File: src/rtl/trap_entry_pkg.sv
package trap_entry_pkg;
  localparam int XLEN   = 32;
  localparam int CODE_W = 18;
  localparam int SEL_W  = 3;
  localparam int OFF_W  = 10;
  localparam int CAUSE_KEEP = 16;

  localparam int ST_IE  = 0;
  localparam int ST_EXL = 1;
  localparam int ST_ERL = 2;
  localparam int ST_EIE = 16;
  localparam int ST_BEV = 22;
  localparam int ST_DEV = 23;

  localparam logic [XLEN-1:0] CTX_KEEP  = 32'hFF80000F;
  localparam logic [XLEN-1:0] CTX_FIELD = 32'h007FFFF0;
  localparam logic [XLEN-1:0] HI_VPN    = 32'hFFFFE000;

  localparam logic [OFF_W-1:0] OFF_REFILL  = 10'h000;
  localparam logic [OFF_W-1:0] OFF_PERF    = 10'h080;
  localparam logic [OFF_W-1:0] OFF_DEBUG   = 10'h100;
  localparam logic [OFF_W-1:0] OFF_GENERAL = 10'h180;
  localparam logic [OFF_W-1:0] OFF_INTR    = 10'h200;

  typedef enum logic [SEL_W-1:0] {
    SEL_STATUS  = 3'd0,
    SEL_CAUSE   = 3'd1,
    SEL_EPC     = 3'd2,
    SEL_BADVA   = 3'd3,
    SEL_CONTEXT = 3'd4,
    SEL_ENTRYHI = 3'd5
  } regSelT;

  typedef struct packed {
    logic take;
    logic resetVec;
    logic saveEpc;
    logic tlbUpdate;
    logic badLevel;
  } trapStrobeT;
endpackage

File: src/rtl/trap_entry_ctrl.sv
module trap_entry_ctrl
  import trap_entry_pkg::*;
#(
  parameter logic [XLEN-1:0] RESET_PC  = 32'hBFC00000,
  parameter logic [XLEN-1:0] KSEG_BASE = 32'h80000000,
  parameter logic [XLEN-1:0] BOOT_BASE = 32'hBFC00200
) (
  input  logic              reqValid,
  input  logic [CODE_W-1:0] reqCode,
  input  logic              reqTlbMiss,
  input  logic [XLEN-1:0]   statusQ,
  input  logic [XLEN-1:0]   intMask,
  output trapStrobeT        strobe,
  output logic [XLEN-1:0]   vectorPc,
  output logic              intTake
);
  logic             errLevel;
  logic             excLevel;
  logic             useBoot;
  logic [4:0]       excField;
  logic [2:0]       lvlField;
  logic [OFF_W-1:0] lvlOneOff;
  logic [OFF_W-1:0] lvlTwoOff;
  logic [OFF_W-1:0] offset;
  logic             lvlTwoReset;
  logic             lvlTwoUnknown;
  logic [XLEN-1:0]  baseAddr;

  assign errLevel = statusQ[ST_ERL];
  assign excLevel = statusQ[ST_EXL];
  assign excField = reqCode[6:2];
  assign lvlField = reqCode[17:15];

  always_comb begin
    if (excField == 5'd2 || excField == 5'd3) lvlOneOff = OFF_REFILL;
    else if (excField == 5'd0)                lvlOneOff = OFF_INTR;
    else                                      lvlOneOff = OFF_GENERAL;
  end

  always_comb begin
    lvlTwoReset   = 1'b0;
    lvlTwoUnknown = 1'b0;
    lvlTwoOff     = OFF_REFILL;
    case (lvlField)
      3'd0, 3'd1: lvlTwoReset = 1'b1;
      3'd2:       lvlTwoOff   = OFF_PERF;
      3'd3:       lvlTwoOff   = OFF_DEBUG;
      default:    lvlTwoUnknown = 1'b1;
    endcase
  end

  always_comb begin
    offset  = errLevel ? lvlTwoOff : lvlOneOff;
    if (excLevel) offset = OFF_GENERAL;
    useBoot = errLevel ? statusQ[ST_DEV] : statusQ[ST_BEV];
    baseAddr = useBoot ? BOOT_BASE : KSEG_BASE;
  end

  always_comb begin
    if (errLevel && lvlTwoReset) vectorPc = RESET_PC;
    else vectorPc = baseAddr + {{(XLEN-OFF_W){1'b0}}, offset};
  end

  always_comb begin
    strobe.take      = reqValid;
    strobe.resetVec  = reqValid && errLevel && lvlTwoReset;
    strobe.saveEpc   = reqValid && !excLevel && !(errLevel && lvlTwoReset);
    strobe.tlbUpdate = reqValid && reqTlbMiss;
    strobe.badLevel  = reqValid && errLevel && lvlTwoUnknown;
  end

  assign intTake = (|(statusQ & intMask)) && statusQ[ST_IE] && statusQ[ST_EIE]
                   && !excLevel && !errLevel;
endmodule

File: src/rtl/trap_entry_regs.sv
module trap_entry_regs
  import trap_entry_pkg::*;
#(
  parameter logic [XLEN-1:0] RESET_PC    = 32'hBFC00000,
  parameter logic [XLEN-1:0] STATUS_INIT = 32'h70400004
) (
  input  logic                  clk,
  input  logic                  rstN,
  input  trapStrobeT            strobe,
  input  logic [XLEN-1:0]       vectorPc,
  input  logic [CAUSE_KEEP-1:0] causeBits,
  input  logic                  reqBranchDelay,
  input  logic [XLEN-1:0]       reqPc,
  input  logic [XLEN-1:0]       reqBadAddr,
  input  logic                  wrEn,
  input  logic [SEL_W-1:0]      wrSel,
  input  logic [XLEN-1:0]       wrData,
  output logic [XLEN-1:0]       statusQ,
  output logic [XLEN-1:0]       causeQ,
  output logic [XLEN-1:0]       epcQ,
  output logic [XLEN-1:0]       badVaQ,
  output logic [XLEN-1:0]       contextQ,
  output logic [XLEN-1:0]       entryHiQ,
  output logic [XLEN-1:0]       redirectPcQ,
  output logic                  redirectValidQ,
  output logic                  levelErrQ
);
  logic [XLEN-1:0] faultPc;
  logic [XLEN-1:0] epcNext;
  logic            wrLive;

  assign faultPc = strobe.tlbUpdate ? reqPc - XLEN'(4) : reqPc;
  assign epcNext = reqBranchDelay ? faultPc - XLEN'(4) : faultPc;
  assign wrLive  = wrEn && !strobe.take;

  always_ff @(posedge clk) begin
    if (!rstN) begin
      redirectValidQ <= 1'b0;
      redirectPcQ    <= RESET_PC;
      levelErrQ      <= 1'b0;
    end else begin
      redirectValidQ <= strobe.take;
      if (strobe.take) redirectPcQ <= vectorPc;
      if (strobe.badLevel) levelErrQ <= 1'b1;
    end
  end

  always_ff @(posedge clk) begin
    if (!rstN) begin
      statusQ <= STATUS_INIT;
    end else if (strobe.saveEpc) begin
      statusQ[ST_EXL] <= 1'b1;
    end else if (wrLive && regSelT'(wrSel) == SEL_STATUS) begin
      statusQ <= wrData;
    end
  end

  always_ff @(posedge clk) begin
    if (!rstN) begin
      causeQ <= '0;
    end else if (strobe.take) begin
      causeQ <= {strobe.saveEpc ? reqBranchDelay : causeQ[XLEN-1],
                 {(XLEN-1-CAUSE_KEEP){1'b0}}, causeBits};
    end else if (wrLive && regSelT'(wrSel) == SEL_CAUSE) begin
      causeQ <= wrData;
    end
  end

  always_ff @(posedge clk) begin
    if (!rstN) begin
      epcQ <= '0;
    end else if (strobe.saveEpc) begin
      epcQ <= epcNext;
    end else if (wrLive && regSelT'(wrSel) == SEL_EPC) begin
      epcQ <= wrData;
    end
  end

  always_ff @(posedge clk) begin
    if (!rstN) begin
      badVaQ   <= '0;
      contextQ <= '0;
      entryHiQ <= '0;
    end else if (strobe.tlbUpdate) begin
      badVaQ   <= reqBadAddr;
      contextQ <= (contextQ & CTX_KEEP) | ((reqBadAddr >> 9) & CTX_FIELD);
      entryHiQ <= (reqBadAddr & HI_VPN) | (entryHiQ & ~HI_VPN);
    end else if (wrLive) begin
      case (regSelT'(wrSel))
        SEL_BADVA:   badVaQ   <= wrData;
        SEL_CONTEXT: contextQ <= wrData;
        SEL_ENTRYHI: entryHiQ <= wrData;
        default: ;
      endcase
    end
  end
endmodule

File: src/rtl/trap_entry_unit.sv
module trap_entry_unit
  import trap_entry_pkg::*;
#(
  parameter logic [XLEN-1:0] RESET_PC    = 32'hBFC00000,
  parameter logic [XLEN-1:0] STATUS_INIT = 32'h70400004,
  parameter logic [XLEN-1:0] CONFIG_VAL  = 32'h00000440,
  parameter logic [XLEN-1:0] PRID_VAL    = 32'h00002E20,
  parameter logic [XLEN-1:0] KSEG_BASE   = 32'h80000000,
  parameter logic [XLEN-1:0] BOOT_BASE   = 32'hBFC00200
) (
  input  logic              clk,
  input  logic              rstN,
  input  logic              reqValid,
  input  logic [CODE_W-1:0] reqCode,
  input  logic              reqBranchDelay,
  input  logic              reqTlbMiss,
  input  logic [XLEN-1:0]   reqPc,
  input  logic [XLEN-1:0]   reqBadAddr,
  input  logic              wrEn,
  input  logic [SEL_W-1:0]  wrSel,
  input  logic [XLEN-1:0]   wrData,
  input  logic [XLEN-1:0]   intMask,
  output logic              intTake,
  output logic              redirectValid,
  output logic [XLEN-1:0]   redirectPc,
  output logic [XLEN-1:0]   statusOut,
  output logic [XLEN-1:0]   causeOut,
  output logic [XLEN-1:0]   epcOut,
  output logic [XLEN-1:0]   badVaddrOut,
  output logic [XLEN-1:0]   contextOut,
  output logic [XLEN-1:0]   entryHiOut,
  output logic [XLEN-1:0]   configOut,
  output logic [XLEN-1:0]   pridOut,
  output logic              levelErr
);
  trapStrobeT      strobe;
  logic [XLEN-1:0] vectorPc;

  trap_entry_ctrl #(
    .RESET_PC(RESET_PC), .KSEG_BASE(KSEG_BASE), .BOOT_BASE(BOOT_BASE)
  ) uCtrl (
    .reqValid(reqValid), .reqCode(reqCode), .reqTlbMiss(reqTlbMiss),
    .statusQ(statusOut), .intMask(intMask), .strobe(strobe),
    .vectorPc(vectorPc), .intTake(intTake)
  );

  trap_entry_regs #(
    .RESET_PC(RESET_PC), .STATUS_INIT(STATUS_INIT)
  ) uRegs (
    .clk(clk), .rstN(rstN), .strobe(strobe), .vectorPc(vectorPc),
    .causeBits(reqCode[CAUSE_KEEP-1:0]), .reqBranchDelay(reqBranchDelay),
    .reqPc(reqPc), .reqBadAddr(reqBadAddr), .wrEn(wrEn), .wrSel(wrSel),
    .wrData(wrData), .statusQ(statusOut), .causeQ(causeOut), .epcQ(epcOut),
    .badVaQ(badVaddrOut), .contextQ(contextOut), .entryHiQ(entryHiOut),
    .redirectPcQ(redirectPc), .redirectValidQ(redirectValid),
    .levelErrQ(levelErr)
  );

  assign configOut = CONFIG_VAL;
  assign pridOut   = PRID_VAL;
endmodule

File: config.mk
export PLATFORM = sky130hd
export DESIGN_NAME = trap_entry_unit
export DESIGN_NICKNAME = d
export VERILOG_FILES = /design/src/rtl/trap_entry_pkg.sv /design/src/rtl/trap_entry_ctrl.sv /design/src/rtl/trap_entry_regs.sv /design/src/rtl/trap_entry_unit.sv
export SDC_FILE = /design/constraint.sdc
export NUM_CORES = 1
export LEC_CHECK = 0
export ABC_AREA = 1
export BUFFER_PORTS_ARGS = -buffer_cell sky130_fd_sc_hd__buf_2
export CORE_AREA = 2 2 174 176
export DETAILED_ROUTE_END_ITERATION = 10
export DIE_AREA = 0 0 176 178
export PLACE_DENSITY = 0.73
export REMOVE_ABC_BUFFERS = 1
export SYNTH_ARGS = -nofsm -noshare
export SYNTH_HDL_FRONTEND = slang
export SYNTH_SLANG_ARGS = --single-unit
export TNS_END_PERCENT = 1
File: constraint.sdc
create_clock -name clk -period 2.92 [get_ports clk]
set_clock_uncertainty 0.2 [all_clocks]
set_input_delay 0.146 -clock clk [delete_from_list [all_inputs] [get_ports clk]]
set_output_delay 0.146 -clock clk [all_outputs]
set_load 0.02 [all_outputs]
==> metrics, run 1 <==
status completed; Final min period 2.81 ns; post-synth cell types 42; WHS Endpoint uRegs.epcQ[31]; Avg Cell Area, Syn 6.76 um^2; port bufs 361; slowest cell delay on critical path 0.42 ns; Max-cap violations 0; Pins Over Slew Limit 0; area leader, netlist dfxtp_1; CP required 2.57 ns; Placed Instances 2233; via count 12100; # clock sinks 199; chip height 178 um; root buf cell clkbuf_16; Critical R2R Launch uRegs.statusQ[2]; CTS tree built; Yosys top cell area share 38.5%; DRC Markers 0; sequential cell area fraction in the yosys report 38.5%; total CTS buffers 17; NumNets Final 2125; VDD IR max 0.386 mV; TritonRoute pass-1 iters 7; Crit Path Category reg2out; pre-CTS WS 0.205 ns; DPL Wire Length 33000 um; final setup fails 0; Synth Cell Area 10300 um^2; R2R cell count 8; DIE WIDTH 176 um; hold path depth 7; Reg-to-Reg End uRegs.epcQ[0]; P_leak 6.75 nW; Clock Latency Late Sink 0.43 ns; WL final 43900 um; global-route wire length before repair 63200 um; post-route ant nets 0; starting density of the core 35.2%; commonest non-fill, non-tap cell in the layout buf_2; pin count of the biggest net entering global routing 59; CP most frequent cell nand2_1; global route overflow 0; Slew @ Worst Pin 0.753 ns; CP Capture Type output port; YS warnings 0; IO Pins 446; full die area 31300 um^2; number of cell rows 63; Tot Pwr 0.00677 W; crit path cell chain nand2_1 > nand2_1 > a221oi_1 > nand4_1 > nor4_2 > buf_4 > nor3_1 > buf_2; Max Clk Rate 356 MHz; initial antenna violation count 3; critical-path maximum fanout 7; Overall Global Routing Usage 26.8%; Routability Congestion 0.906; PD cells 488 nW/um^2; Critical Path AT 2.46 ns; Layout area overhead 34.3%; vias in the first global route 11000; FF-to-FF setup slack 0.38 ns; Worst-path clk slew 0.07 ns; H-tree lvl count 4; vias per cell 5.10; startpoint types flop; setup bufs post-CTS 0; RSZ-0062 raised after global routing false; final worst slack 0.110 ns; Slowest cell on crit path a221oi_1; Synth Instances 1530; drt initial violations 1127; DR WL/cell 18.5 um; Hold WC Path Type in2reg; hold_sp reqPc[31]; Cell Area, Placed 12200 um^2; final worst-path cycle share 96.2%; max_slew headroom 49.8%; core box area 29400 um^2; hold slack 0.0279 ns; Area contributors post-synth dfxtp_1, nand2_1, nor2_1, o21ai_0, buf_4; FF+latch count, synth 199; share of layout cells above drive strength 1 23.3%; design area 13900 um^2; Post-Layout Cell Count 2373; Hold Vio Cnt, Final 0; commonest cells after routing, fill and taps aside buf_2, nand2_1, nor2_1; CTS max path bufs 2
[layer usage]
metal | vias to the layer above | track usage [%] | share of wire, %
met1 | 5530 | 33.2 | 40
met2 | 737 | 44.4 | 47
met5 | - | 0 | 0
li1 | 5723 | - | -
met3 | 123 | 5.86 | 9.1
met4 | 0 | 12.7 | 4.5
[Yosys cell counts (all sizes together)]
cell type and n:
or2 1, nand3b 5, nand3 61, xor2 11
clkbuf 68, o22ai 3, dfxtp 199, xnor2 3
clkinv 8, conb 2, a211oi 8, nor4 1
a21oi 80, nand4 16, a32o 2, a22oi 7
buf 92, nor2 251, o211ai 9, ha 3
a311oi 2, a221oi 18, a31oi 46, inv 113
nor3 7, o21ai 159, nand2 353, o21a 1
o21bai 1
[power breakdown]
part | switching (W) | internal, W | total (W) | leakage, nW
sequential | 0.0000886 | 0.00285 | 0.00294 | 1.63
clock | 0.00110 | 0.00130 | 0.00240 | 0.278
combinational | 0.000956 | 0.000472 | 0.00143 | 4.84
[worst max-delay path, delay by kind of cell (launching register included)]
| family | cells | cell delay, ns |
|---|---|---|
| AND/OR/NAND/NOR | 5 | 0.85 |
| AO/OA/AOI/OAI | 1 | 0.42 |
| flip-flops | 1 | 0.40 |
| buffers and inverters | 2 | 0.36 |
[cells by family (layout without fill, tap and decap cells)]
kind of cell	after synthesis	in the layout	synth area share, %
flip-flops	199	199	38.5
XOR/XNOR	14	14	1.19
adder cells (fa/ha/maj)	3	3	0.363
AO/OA/AOI/OAI	336	336	18.3
other	2	87	0.0726
buffers and inverters	281	649	13.5
AND/OR/NAND/NOR	695	695	28.0
[worst max-delay path by stage]
| stage | from | end | slack (ns) | cells after the start |
|---|---|---|---|---|
| finish | uRegs.statusQ[2] | intTake | 0.11 | 8 |
| global placement | reqValid | uRegs.epcQ[29] | 0.25 | 15 |
| detailed placement | reqValid | uRegs.epcQ[30] | 0.21 | 15 |
| floorplan | uRegs.statusQ[2] | uRegs.epcQ[21] | -0.80 | 9 |
| global route | uRegs.statusQ[2] | intTake | 0.07 | 8 |
| CTS | uRegs.statusQ[2] | intTake | 0.04 | 8 |
[state kept, by name, summed over array words and instances, names as in the netlist]
signal,count
uRegs.badVaQ,32
uRegs.causeQ,32
uRegs.contextQ,32
uRegs.entryHiQ,32
uRegs.epcQ,32
uRegs.statusQ,32
uRegs.redirectPcQ,5
uRegs.levelErrQ,1
uRegs.redirectValidQ,1
[through the flow]
| stage | setup TNS [ns] | util [%] |
|---|---|---|
| 2_1_floorplan | -18.50 | - |
| 3_3_place_gp | 0 | 41.6 |
| 3_5_place_dp | 0 | 41.6 |
| 4_1_cts | 0 | 47.2 |
| 5_1_grt | 0 | 47.2 |
| 6_report | 0 | 47.2 |
[final cells by class]
class	count	area [um^2]
Sequential cell	199	3980
Fill cell	2948	15500
Antenna cell	3	7.51
Multi-Input combinational cell	1132	5290
Inverter	121	460
Clock buffer	23	458
Timing Repair Buffer	496	3080
Clock inverter	9	119
Tap cell	390	488
[repair_timing]
action,CTS,global route
cloned,0,0
hold buffers,105,0
gates resized for setup,1,1
hold endpoints to repair,140,0
endpoints found under the setup margin,1,5
Power figures use the tool's default switching activity.
==> inputs of run 2 (changes only) <==
PLACE_DENSITY = default   (was 0.73)
==> run 2 against run 1 <==
- core utilization up 0.14 points
- largest cell class unchanged
- critical path depth unchanged
- sequential share of layout area down 0.082 points
==> metrics, run 2 (synthesis gave the netlist of run 1 again) <==
status completed; total CTS buffers 17 (unchanged); VDD IR max 0.392 mV (+1.7%); starting density of the core 35.2% (unchanged); max_slew headroom 41.7% (-8.1 points); TritonRoute pass-1 iters 6 (-1); CTS tree built; met1 GRT Util 34.3% (+1.1 points); CP Capture Type output port; DIE WIDTH 176 um (unchanged); NumNets Final 2127 (+0.094%); DPL Wire Length 33000 um (about the same); Hold Vio Cnt, Final 0 (unchanged); CP required 2.57 ns (about the same); Crit Path Category reg2out; final worst slack 0.245 ns (+0.135 ns); Clock Latency Late Sink 0.43 ns (about the same); Overall Global Routing Usage 26.7% (-0.13 points); WL final 43400 um (-1.2%); Hold WC Path Type in2reg; Finished Core Util 47.4% (+0.14 points); Max Clk Rate 374 MHz (+5.0%); vias per cell 5.01 (-1.8%); Critical Path AT 2.33 ns (-0.13 ns); Max-cap violations 0 (unchanged); IO Pins 446 (unchanged); Slew @ Worst Pin 0.875 ns (+0.123 ns); share of layout cells above drive strength 1 23.5% (+0.23 points); commonest non-fill, non-tap cell in the layout buf_2; PD cells 489 nW/um^2 (+0.25%); full die area 31300 um^2 (unchanged); chip height 178 um (unchanged); RSZ-0062 raised after global routing false; port bufs 361 (unchanged); pin count of the biggest net entering global routing 92 (+56%); Final min period 2.68 ns (-0.135 ns); Layout area overhead 34.6%; post-route ant nets 0 (unchanged); Pins Over Slew Limit 0 (unchanged); vias in the first global route 10700 (-2.0%); initial antenna violation count 0 (-3); pre-CTS WS 0.236 ns (+0.0302 ns); global route overflow 0 (unchanged); drt initial violations 1028 (-8.8%); DR WL/cell 18.3 um (-1.3%); busiest grt layer met2; final worst-path cycle share 91.6% (-4.6 points); global-route wire length before repair 63400 um (+0.21%); CTS max path bufs 2 (unchanged); H-tree lvl count 4 (unchanged); number of cell rows 63 (unchanged); # clock sinks 199 (unchanged); P_leak 6.77 nW (+0.35%); met2 Use GR 45.1% (+0.72 points); critical-path maximum fanout 3 (-4); core box area 29400 um^2 (unchanged); Routability Congestion 0.892 (-1.6%); via count 11900 (-1.7%); root buf cell clkbuf_16; met3 Use GR 4.99% (-0.87 points); commonest cells after routing, fill and taps aside buf_2, nand2_1, nor2_1; final setup fails 0 (unchanged); DRC Markers 0 (unchanged); startpoint types flop; Worst-path clk slew 0.08 ns (about the same)
-- run 2: cell types whose count changed in the layout (fill, tap and decap cells not counted), sizes merged --
cell    before  now
buf        391  393
bufinv       2    1
clkbuf      23   17
inv        114  121
-- run 2: what timing repair did --
| action | in CTS | in global routing |
|---|---|---|
| resized for setup | 2 | 0 |
| hold endpoints to repair | 148 | 0 |
| hold buffers | 105 | 0 |
| endpoints found under the setup margin | 1 | 0 |
| setup buffers | 0 | 0 |
-- run 2: cell type report --
class                   count  area [um^2]
fillers                  3062        15500
repair buffers            498         3100
inverters                 121          460
clock inverters            15          173
flip-flops and latches    199         3980
clock buffers              17          425
diodes                      3         7.51
multi-input cells        1132         5290
well taps                 390          488
-- run 2: path summary, 6_finish.rpt --
check / start / to / slack, ns / cells past startpoint
hold / removal: wrData[8] / uRegs.statusQ[8] / 0.02 / 3
setup reg to reg: uRegs.statusQ[2] / uRegs.epcQ[1] / 0.33 / 7
hold reg to reg: uRegs.epcQ[29] / uRegs.epcQ[29] / 0.26 / 2
setup / recovery: uRegs.statusQ[4] / intTake / 0.24 / 8
-- run 2: worst max-delay path, stage by stage (launching register included) --
cell	delay, ns
dfxtp_1	0.36
nand2_1	0.07
nand2_1	0.04
a221oi_1	0.41
nand4_1	0.35
nor4_4	0.28
buf_4	0.16
nor3_1	0.05
buf_2	0.18
-- run 2: routing by layer --
layer  vias up  part of all wire, %
li1       5733                    -
met1      5446                   41
met2       648                   47
met3        76                  8.7
met4         0                  2.9
met5         -                    0
-- run 2: power breakdown --
part           leakage, nW  internal (W)  switching, W
clock network        0.292       0.00123       0.00121
logic                 4.85      0.000472      0.000942
registers             1.63       0.00285     0.0000957
-- run 2: per-stage QoR --
step | instances | power (W) | TNS, ns | hold slack [ns] | instance area [um^2]
6_report | 2375 | 0.00681 | 0 | 0.0192 | 13900
3_5_place_dp | 2235 | 0.00429 | 0 | 0.204 | 12300
3_3_place_gp | 2235 | 0.00429 | 0 | 0.199 | 12300
4_1_cts | 2372 | 0.00684 | 0 | 0.00938 | 13900
2_1_floorplan | 1452 | 0.00372 | -18.50 | 0.0446 | 9710
5_1_grt | 2372 | 0.00709 | 0 | 0.0151 | 13900
